File: src/rtl/mdio_pkg.sv
package mdio_pkg;
  localparam int FRAME_BITS = 64;   // preamble + ST + OP + PHY + REG + TA + DATA
  localparam int TA_START   = 46;   // first turnaround bit index
  localparam int DATA_START = 48;   // first data bit index
  localparam int IDX_W      = $clog2(FRAME_BITS);

  typedef struct packed {
    logic load;     // accepted start command
    logic shift;    // advance to next bit (MDC falling)
    logic capture;  // sample mdio_i (MDC rising, read data phase)
    logic done;     // last bit finished
  } mdioStrb_t;
endpackage

File: src/rtl/mdio_ctrl.sv
module mdio_ctrl
  import mdio_pkg::*;
#(
  parameter int DIV_W = 8
) (
  input  logic             clk,
  input  logic             rstN,
  input  logic             softRst,
  input  logic             cmdWe,
  input  logic             startReq,
  input  logic             isRead,
  input  logic [DIV_W-1:0] divHalf,
  output logic             busy,
  output logic             mdc,
  output logic             oeDrive,
  output mdioStrb_t        strb
);
  localparam logic [IDX_W-1:0] LAST_IDX = IDX_W'(FRAME_BITS - 1);

  logic [DIV_W-1:0] divCnt;
  logic [IDX_W-1:0] bitIdx;
  logic tick, rise, fall, lastBit;

  always_comb begin
    tick         = busy && (divCnt == divHalf);
    rise         = tick && !mdc;
    fall         = tick && mdc;
    lastBit      = (bitIdx == LAST_IDX);
    strb.load    = cmdWe && startReq && !busy;
    strb.shift   = fall && !lastBit;
    strb.done    = fall && lastBit;
    strb.capture = rise && isRead && (bitIdx >= IDX_W'(DATA_START));
    oeDrive      = busy && !(isRead && (bitIdx >= IDX_W'(TA_START)));
  end

  always_ff @(posedge clk or negedge rstN) begin
    if (!rstN) begin
      busy   <= 1'b0;
      mdc    <= 1'b0;
      divCnt <= '0;
      bitIdx <= '0;
    end else if (softRst) begin
      busy   <= 1'b0;
      mdc    <= 1'b0;
      divCnt <= '0;
      bitIdx <= '0;
    end else if (strb.load) begin
      busy   <= 1'b1;
      mdc    <= 1'b0;
      divCnt <= '0;
      bitIdx <= '0;
    end else if (busy) begin
      if (tick) begin
        divCnt <= '0;
        mdc    <= !mdc;
        if (strb.shift) bitIdx <= bitIdx + 1'b1;
        if (strb.done)  busy   <= 1'b0;
      end else begin
        divCnt <= divCnt + 1'b1;
      end
    end
  end

  // clock parked low whenever no frame is running
  assert_mdc_idle_low_R8: assert property (@(posedge clk) disable iff (!rstN)
    !busy |-> !mdc);
  // completion drops busy on the next cycle
  assert_done_clears_busy_R2: assert property (@(posedge clk) disable iff (!rstN)
    (strb.done && !softRst) |=> (!busy && !mdc));
  // soft reset returns control to idle
  assert_soft_reset_idle_R1: assert property (@(posedge clk) disable iff (!rstN)
    softRst |=> (!busy && !mdc));
endmodule

File: src/rtl/mdio_datapath.sv
module mdio_datapath
  import mdio_pkg::*;
(
  input  logic        clk,
  input  logic        rstN,
  input  logic        softRst,
  input  logic        busy,
  input  logic        cmdWe,
  input  logic [31:0] cmdWdata,
  input  mdioStrb_t   strb,
  input  logic        mdioI,
  output logic        isRead,
  output logic        mdioO,
  output logic [31:0] cmdRdata
);
  logic [29:0]           cmdReg;
  logic [FRAME_BITS-1:0] txShift;
  logic [15:0]           rdShift;
  logic                  accept;

  always_comb begin
    accept   = cmdWe && !busy;
    isRead   = cmdReg[19];
    mdioO    = busy ? txShift[FRAME_BITS-1] : 1'b1;
    cmdRdata = {busy, !busy, cmdReg};
  end

  always_ff @(posedge clk or negedge rstN) begin
    if (!rstN) begin
      cmdReg  <= '0;
      txShift <= '1;
      rdShift <= '0;
    end else if (softRst) begin
      cmdReg  <= '0;
      txShift <= '1;
      rdShift <= '0;
    end else begin
      if (accept) cmdReg <= cmdWdata[29:0];
      if (strb.load) begin
        txShift <= {32'hFFFF_FFFF, cmdWdata[17:16], cmdWdata[19:18],
                    cmdWdata[24:20], cmdWdata[29:25], 2'b10, cmdWdata[15:0]};
        rdShift <= '0;
      end else if (strb.shift) begin
        txShift <= {txShift[FRAME_BITS-2:0], 1'b1};
      end
      if (strb.capture) rdShift <= {rdShift[14:0], mdioI};
      if (strb.done && isRead) cmdReg[15:0] <= rdShift;
    end
  end

  // a write during a frame leaves the stored fields alone
  assert_busy_write_ignored_R7: assert property (@(posedge clk) disable iff (!rstN)
    (busy && cmdWe && !softRst) |=> $stable(cmdReg[29:16]));
  // soft reset wipes the data field
  assert_soft_reset_clears_data_R1: assert property (@(posedge clk) disable iff (!rstN)
    softRst |=> (cmdRdata[15:0] == 16'h0));
endmodule

File: src/rtl/mdio_master.sv
module mdio_master
  import mdio_pkg::*;
#(
  parameter int DIV_W = 8
) (
  input  logic             clk,
  input  logic             rst_n,
  input  logic             soft_rst,
  input  logic [DIV_W-1:0] div_half,
  input  logic             cmd_we,
  input  logic [31:0]      cmd_wdata,
  output logic [31:0]      cmd_rdata,
  output logic             mdc,
  output logic             mdio_o,
  output logic             mdio_oe,
  input  logic             mdio_i
);
  mdioStrb_t strb;
  logic      busy, isRead;

  mdio_ctrl #(.DIV_W(DIV_W)) u_ctrl (
    .clk(clk), .rstN(rst_n), .softRst(soft_rst), .cmdWe(cmd_we),
    .startReq(cmd_wdata[31]), .isRead(isRead), .divHalf(div_half),
    .busy(busy), .mdc(mdc), .oeDrive(mdio_oe), .strb(strb)
  );

  mdio_datapath u_dp (
    .clk(clk), .rstN(rst_n), .softRst(soft_rst), .busy(busy),
    .cmdWe(cmd_we), .cmdWdata(cmd_wdata), .strb(strb), .mdioI(mdio_i),
    .isRead(isRead), .mdioO(mdio_o), .cmdRdata(cmd_rdata)
  );

  // the data line holds steady while MDC is high
  assert_mdio_stable_high_R9: assert property (@(posedge clk) disable iff (!rst_n)
    (mdc && $past(mdc)) |-> $stable(mdio_o));
  // the master never drives while sampling read data
  assert_released_on_capture_R5: assert property (@(posedge clk) disable iff (!rst_n)
    strb.capture |-> !mdio_oe);
endmodule

File: config.mk
export PLATFORM = sky130hd
export DESIGN_NAME = mdio_master
export DESIGN_NICKNAME = d
export VERILOG_FILES = /design/src/rtl/mdio_pkg.sv /design/src/rtl/mdio_ctrl.sv /design/src/rtl/mdio_datapath.sv /design/src/rtl/mdio_master.sv
export SDC_FILE = /design/constraint.sdc
export NUM_CORES = 1
export LEC_CHECK = 0
export CORE_MARGIN = 2
export CORE_UTILIZATION = 50
export DETAILED_ROUTE_END_ITERATION = 10
export PLACE_DENSITY = 0.77
export SLEW_MARGIN = 40
export SYNTH_ARGS = -nofsm -noshare
export SYNTH_HDL_FRONTEND = slang
export SYNTH_SLANG_ARGS = --single-unit
File: constraint.sdc
create_clock -name clk -period 2 [get_ports clk]
set_input_delay 0.3 -clock clk [delete_from_list [all_inputs] [get_ports clk]]
set_output_delay 0.3 -clock clk [all_outputs]
set_load 0.03 [all_outputs]
==> results of run 1 <==
==> routing by layer <==
| metal | track usage [%] | wire [um] | vias to the layer above |
|---|---|---|---|
| li1 | - | - | 2362 |
| met1 | 32.4 | 6460 | 2525 |
| met2 | 39.5 | 7820 | 167 |
| met3 | 5.36 | 905 | 24 |
| met4 | 8.78 | 304 | 0 |
| met5 | 0 | 0 | - |
==> flip-flops by register name (all words and copies together) (netlist names) <==
name,cells
u_ctrl.busy,1
u_dp.cmdReg,30
u_ctrl.bitIdx,6
u_ctrl.mdc,1
u_dp.txShift,64
u_ctrl.divCnt,8
u_dp.rdShift,16
==> final cells by class <==
type	instances	share of cell area (%)
tap	143	2.15
clock buffer	21	5.79
multi-input combinational	425	32.5
timing repair buffer	147	18.8
clock inverter	11	1.64
sequential	126	38.9
inverter	5	0.226
==> layout by cell type (no fill, tap or decap), types with 4 or more instances in the layout <==
cell	netlist	routed
nand2_1	120	120
clkdlybuf4s50_1	0	72
dfstp_2	64	64
dfrtp_1	62	62
nand3_1	55	54
buf_4	2	45
mux2i_1	41	39
a21oi_1	36	34
nor3_1	34	34
o31a_1	25	25
nor2_1	30	21
clkbuf_16	0	20
buf_12	0	14
a211oi_1	21	11
a211oi_2	0	10
xnor2_2	2	7
buf_6	1	7
nand4_1	6	6
clkinv_2	0	6
nor2_4	0	5
xor2_1	5	5
inv_1	5	4
xnor2_1	9	4
nor4_1	7	4
nor2_2	0	4
==> kinds of logic after synthesis <==
logic type | Yosys count | share of synthesized area [%]
compound gates | 92 | 10.5
simple gates | 273 | 20.9
flops | 126 | 54.3
xor+xnor | 16 | 2.61
mux | 41 | 6.90
buf+inv | 59 | 4.08
fa+ha+maj | 3 | 0.631
==> worst reg2reg max path: stages, from the launching register on <==
cell      delay (ns)
dfrtp_1         0.38
ha_2            0.21
nand3_2         0.07
or3_4           0.34
or4b_4          0.58
buf_12          0.20
nor2_2          0.13
a211oi_2        0.07
==> worst max-delay path by stage <==
stage | slack, ns | startpoint | cells past startpoint | endpoint
finish | -0.11 | u_ctrl.bitIdx[0] | 7 | u_dp.cmdReg[2]
global route | -0.15 | u_ctrl.bitIdx[0] | 6 | u_dp.cmdReg[13]
CTS | -0.05 | u_ctrl.bitIdx[1] | 6 | u_dp.cmdReg[11]
detailed placement | -0.54 | div_half[1] | 7 | u_dp.txShift[16]
global placement | -0.45 | div_half[1] | 7 | u_dp.txShift[16]
floorplan | -0.05 | u_ctrl.divCnt[3] | 6 | u_ctrl.bitIdx[5]
==> power by group <==
group | internal (mW) | switching [mW]
sequential | 2.65 | 0.0357
combinational | 0.295 | 0.386
clock | 2.09 | 1.11
total | 5.03 | 1.54
==> what timing repair did <==
action                                 4_1_cts  5_1_grt
setup endpoints to repair                   70       59
endpoints found under the hold margin       20        0
setup buffers                                5        3
pin swaps                                    8       10
hold buffers                                 1        0
cloned                                       1        3
gates resized for setup                     14       35
==> stage by stage <==
stage | hold WS [ns] | utilization [%] | setup TNS (ns) | std cells | worst slack [ns]
after detailed placement | 0.348 | 63.8 | -31.31 | 833 | -0.542
after CTS | 0.327 | 70.3 | -0.602 | 872 | -0.0456
after global placement | 0.336 | 63.8 | -25.27 | 833 | -0.447
after floorplan | 0.00441 | - | -0.564 | 610 | -0.0517
after global routing | 0.349 | 72.3 | -4.84 | 878 | -0.154
final | 0.341 | 72.3 | -1.51 | 878 | -0.107
==> results by stage, run 1 <==
Yosys:
- The register area share after synthesis is 54.3%.
- The dominant cell by count in the synthesized netlist is nand2_1.
- The Yosys step of the flow raised 0 warnings.
- The number of cells produced by synthesis is 610.
- Of all flip-flops after synthesis, the portion carrying an async set or reset was 100%.
- The commonest cells after synthesis are nand2_1 (120), dfstp_2 (64), dfrtp_1 (62).
- After synthesis, the cell types taking the most area are dfstp_2 (28%), dfrtp_1 (26%), nand2_1 (7.6%).
- The number of enable-type register cells in the synthesized netlist is 0.
- A synthesized cell averages 9.76 um^2.
- The synthesized cell area is 5950 um^2.
- The primary flip-flop cell chosen by synthesis mapping is dfstp_2.
- The post-synth net total is 658.
- Counting distinct cell types in the post-synthesis netlist gives 42.
- In this run the biggest area consumer among cell types represents 28.3% of the synthesized area.
- The cell taking the most area after synthesis is dfstp_2.
- Synthesis inferred 126 register bits.

Drt:
- The average wire per standard cell is 17.6 um.
- The remaining design rule violation count is 3.
- The number of DRC markers after the initial detailed-route iteration is 272.
- The detailed-router iteration count before antenna repair is 8.
- Across all layers, the routed design uses 5078 vias.
- After detailed routing, the number of vias per cell comes to 5.78.
- The count of nets left with antenna violations once routing finished came out at 0.
- For this block, the routed nets add up to 15.5 mm of wire.

Run status:
- The flow ran to the end, but the final reports show violations.
- The checks that failed: design-rule violations, negative setup slack.

Setup path:
- The cell with the largest stage delay on the worst path is or4b_4.
- The worst setup path is captured at a flop.
- The buffer and inverter count on the worst path is 1.
- The startpoint of the worst-slack reg-to-reg timing path is u_ctrl.bitIdx[0].
- The worst register-to-register path has a depth of 7.
- The setup check on the worst reg-to-reg path leaves a slack of -0.11 ns.
- In this run the worst path has a maximum fanout of 16.
- The signal on the critical path passes through ha_2, nand3_2, or3_4, or4b_4, buf_12, nor2_2, a211oi_2.
- The kind of cell adding the most delay to the critical path is simple AND/OR/NAND/NOR gates.
- STA classifies the critical path startpoint as a flop.
- The path type of the worst setup path is flop to flop.
- The endpoint identified for the worst register-to-register timing path is u_dp.cmdReg[2].
- The stage delay of the slowest cell on the critical path is 0.58 ns.
- The arrival time at the worst endpoint is 2.39 ns.
- For the worst setup path, the data required time is 2.29 ns.

STA:
- Setup violations remaining at the end of the flow were counted as 34.
- At the pin with the least slew margin, the transition time is 0.605 ns.
- Counting I/O delays and the setup requirement, the final critical path takes 2.11 ns.
- Static timing analysis puts the maximum clock frequency at 475 MHz.
- The worst pin sits at a relative slew slack of 59.7%.
- In the post-route analysis, the smallest setup slack over all paths is -0.107 ns.
- The final setup skew is 0.00620 ns.
- The hold violation total from the final report is 0.
- The share of the clock period used by the worst path is 105%.
- The final max-slew violation count is 0.
- Setup repair after global routing could not meet its margin everywhere.

Finish:
- After routing the design area is 8320 um^2.
- In the final layout, the share of cells above drive strength 1 is 28.7%.
- Relative to the synthesized area, the layout overhead comes to 39.8%.
- The number of nets in the final layout is 770.
- The repair_antennas step left the layout with diodes totalling 0.
- Fill cells in the final layout number 757.
- The multi-input combinational cells in the finished layout cover a total of 2710 um^2.
- The combined flip-flop and latch cell area is 3230 um^2.

Global routing:
- The wire length of the first global-routing pass is 24.7 mm.
- Global routing used 24.3% of the available tracks across all layers.
- The pin count of the biggest net entering global routing is 75.
- For this run the aggregate overflow at the end of global routing stands at 0.
- The initial antenna violation count is 0.
- The number of global-route vias before repair came to 5028.

Flow run:
- The max-cap violation count is 0.

Placed design:
- Summed over all nets, the half-perimeter wirelength after detailed placement is 9.67 mm.
- The instance area at placement is 7350 um^2.
- The count of port buffers added during placement is 78.
- The routability congestion estimate from global placement is 0.912.

Hold path:
- For hold timing, the worst endpoint is u_dp.cmdReg[19].
- The worst hold path belongs to the class primary input to flop.
- Counting instances, the worst hold path has a depth of 2.
- The worst min-delay path startpoint is soft_rst.

Pwr:
- The leakage dissipation is 3.44 nW.
- The total power divided by cell area is 789 nW/um^2.
- The worst-case IR drop observed on VDD is 0.000580 V.
- After layout, the design draws a total of 6.56 mW.

Die:
- The floorplan step set the die width to 113 um.
- The boundary pin count is 80.
- The core region area is 11500 um^2.
- The number of core rows is 39.
- The die covers 12800 um^2.
- The die span in y is 113 um.
- The effective utilization at floorplan is 51.7%.

CTS:
- The clock latency reported for the late side of the worst-skew pair is 0.42 ns.
- The TritonCTS clock tree is built.
- In this run the clock root is driven by a clkbuf_16.
- After clock tree synthesis, the clock-pin slew on the worst setup and hold paths is 0.05 ns.
- The H-tree was split into 4 levels.
- CTS saw 126 sinks.
- The clock buffer count from CTS is 17.
- The number of buffers on the longest clock path is 2.
Power figures use the tool's default switching activity.
==> run 2: changes to the inputs <==
- CORE_UTILIZATION: 50 -> 59
- PLACE_DENSITY: 0.77 -> 0.85
- clock period: 2 -> 2.5 ns (I/O delays scaled with it)
==> run 2 against run 1 <==
Against the previous run:
- the run now ends clean
- flip-flop and latch count is the same
- cell count shrank 5.5%
- clock skew grew 0.0014 ns
- count of clock-buffer cells in the layout grew 3
- largest power group unchanged
==> results by stage, run 2 (synthesized netlist as in run 1, its figures left out) <==
CTS:
- After clock tree synthesis, the clock-pin slew on the worst setup and hold paths is 0.06 ns.
- The post-CTS setup repair buffer count is 0.
- CTS saw 126 sinks.
- The clock buffer count from CTS is 17.
- The level count of the clock H-tree is 4.
- The root buffer cell chosen for the clock tree is clkbuf_8.
- The clock latency reported for the late side of the worst-skew pair is 0.53 ns.
- The longest clock path from root to sink contains 2 buffers.
- The TritonCTS clock tree is built.

Die:
- The floorplan die area is 10900 um^2.
- From left edge to right edge, the die measures 104 um.
- The number of core rows is 36.
- After floorplanning, the core was sized to cover 9770 um^2.
- Pin placement for this block handled 80 I/O pins.
- The die is 104 um tall.
- Once the floorplan was initialized, standard cells occupied 60.9% of the core.

Finish:
- The area growth from synthesis to layout is 26.7%.
- The library cell used most frequently in the layout, excluding fill and tap cells, is nand2_1.
- The diode insertion count for antenna repair is 0.
- Once layout is done, the placed cells without fillers occupy 7540 um^2.
- The final cell count without fillers is 830.
- The net count of the finished layout is 732.
- The largest registers in the layout are u_dp.txShift x64, u_dp.cmdReg x30, u_dp.rdShift x16.
- The library cells used most frequently in the layout, excluding fill and tap cells, are nand2_1 (120), clkdlybuf4s50_1 (75), dfstp_2 (64), dfrtp_1 (62), nand3_1 (55).
- After filler insertion, the fill cell instance count of the layout stands at 655.
- The largest register by flop count is u_dp.txShift.
- The flip-flop count of the largest register after layout is 64.
- The proportion of layout cells with a drive suffix above 1 is 18.7%.

Drt:
- The routed wire length is 15.0 mm.
- The remaining design rule violation count is 0.
- The average wire per standard cell is 18.0 um.
- The detailed router finished its first iteration with 305 violations.
- The vias per cell is 5.87.
- Detailed routing inserted a total of 4868 vias.
- The detailed-router iteration count before antenna repair is 5.
- The remaining antenna violation count is 0.

Pwr:
- Across the VDD grid, the largest voltage drop is 0.000555 V.
- The analysis attributes to cell leakage a power of 3.07 nW.
- Dividing total power by cell area gives a power density of 659 nW/um^2.
- Overall power consumption after layout is estimated at 4.97 mW.

Setup path:
- The startpoint class of the critical path is a flop.
- The worst endpoint required time is 2.12 ns.
- The signal on the critical path passes through inv_1, ha_1, nor2_1, o21bai_1, a31oi_1, clkdlybuf4s15_1.
- In this run the worst path has a maximum fanout of 5.
- The path type of the worst setup path is flop to output pin.
- STA puts the critical path data arrival time at 2.01 ns.
- The slowest stage of the critical path belongs to the cell dfrtp_1.
- The critical path endpoint category is an output pin.
- The stage delay of the slowest cell on the critical path is 0.42 ns.

Global routing:
- The pin count of the biggest net entering global routing is 81.
- The total global-route track usage is 29.6%.
- The first global-routing pass estimated 25.3 mm of wire.
- The total congestion overflow is 0.
- The initial antenna violation count was 0.
- The number of global-route vias before repair is 5009.

STA:
- Setup repair after global routing left no endpoint under its margin.
- The final max-slew violation count came to 0.
- The hold violation total from the final report was 0.
- The measured slew at the worst slew-check pin is 0.828 ns.
- Static timing analysis puts the maximum clock frequency at 420 MHz.
- The share of the clock period used by the worst path is 95.3%.
- The worst slew slack as a fraction of its limit is 44.8%.
- The setup-violating endpoint count in the final report is 0.
- The time the final worst path needs with I/O delays and setup is 2.38 ns.
- For the final routed database, the setup TNS stands at 0 ns.
- The final setup skew is 0.00764 ns.

Placed design:
- At the end of routability-driven placement, the weighted congestion stood at 0.783.
- The placed instances occupy a cell area of 6980 um^2.
- After detailed placement, the design holds a cell count of 797.
- Summed over all nets, the half-perimeter wirelength after detailed placement is 9.06 mm.
- Port buffering added 78 buffers.

Hold path:
- The kind of path behind the tightest hold check is primary input to asynchronous set/reset pin.

Run status:
- The run finished with clean final reports.

Flow run:
- The max-cap violation count is 0.
## run 2: cell types whose count changed in the layout (fill, tap and decap cells not counted), sizes merged
cell and delta:
clkbuf +1, buf -37, clkdlybuf4s50 +3, clkinvlp -1, dlygate4sd2 -2, bufinv -1, clkdlybuf4s15 +1, dlymetal6s2s -1
clkinv -1
## run 2: metrics by stage
stage	hold slack [ns]	utilization, %	setup slack [ns]
final	0.316	77.1	0.118
after global placement	0.304	71.4	-0.0590
after detailed placement	0.307	71.4	-0.123
after global routing	0.313	77.1	0.00281
after floorplan	0.0794	-	0.399
after CTS	0.304	77.1	0.0751
## run 2: path summary, 6_finish.rpt
path	start	endpoint	slack [ns]	cells past startpoint
min reg2reg	u_dp.txShift[63]	u_dp.txShift[63]	0.48	2
min	rst_n	u_ctrl.divCnt[6]	0.32	2
max in group asynchronous	rst_n	u_dp.txShift[28]	1.48	3
min in group clk	mdio_i	u_dp.rdShift[0]	0.43	3
max reg2reg	u_ctrl.bitIdx[0]	u_ctrl.bitIdx[3]	0.21	7
max	u_ctrl.bitIdx[0]	mdio_oe	0.12	6
## run 2: metal layers
metal	global-route usage, %	wire (um)	up-vias
met2	50.9	7810	152
met5	0	0	-
met3	7.64	808	31
met4	11.6	323	0
met1	35.6	6020	2407
li1	-	-	2278
## run 2: cell type report
class / instances / area [um^2] / share of cell area [%]
multi-input cells: 425 / 2500 / 33.1
flip-flops and latches: 126 / 3230 / 42.9
clock buffers: 24 / 460 / 6.11
well taps: 133 / 166 / 2.21
inverters: 5 / 18.8 / 0.249
clock inverters: 8 / 90.1 / 1.19
repair buffers: 109 / 1070 / 14.2
## run 2: what timing repair did
action,CTS,global route
hold buffers,1,0
hold endpoints to repair,6,0
cloned,0,0
endpoints found under the setup margin,1,1
resized for setup,1,1
## run 2: report_power, final
group	internal, mW	leakage (nW)	switching [mW]
Sequential	2.12	1.52	0.0323
Combinational	0.206	1.27	0.294
Clock	1.46	0.276	0.861
Total	3.78	3.07	1.19
## run 2: critical path: cells and delay by family (launching register included)
kind | cells | cell delay, ns
compound gates | 2 | 0.27
fa+ha+maj | 1 | 0.20
buf+inv | 2 | 0.47
flops | 1 | 0.42
simple gates | 1 | 0.11
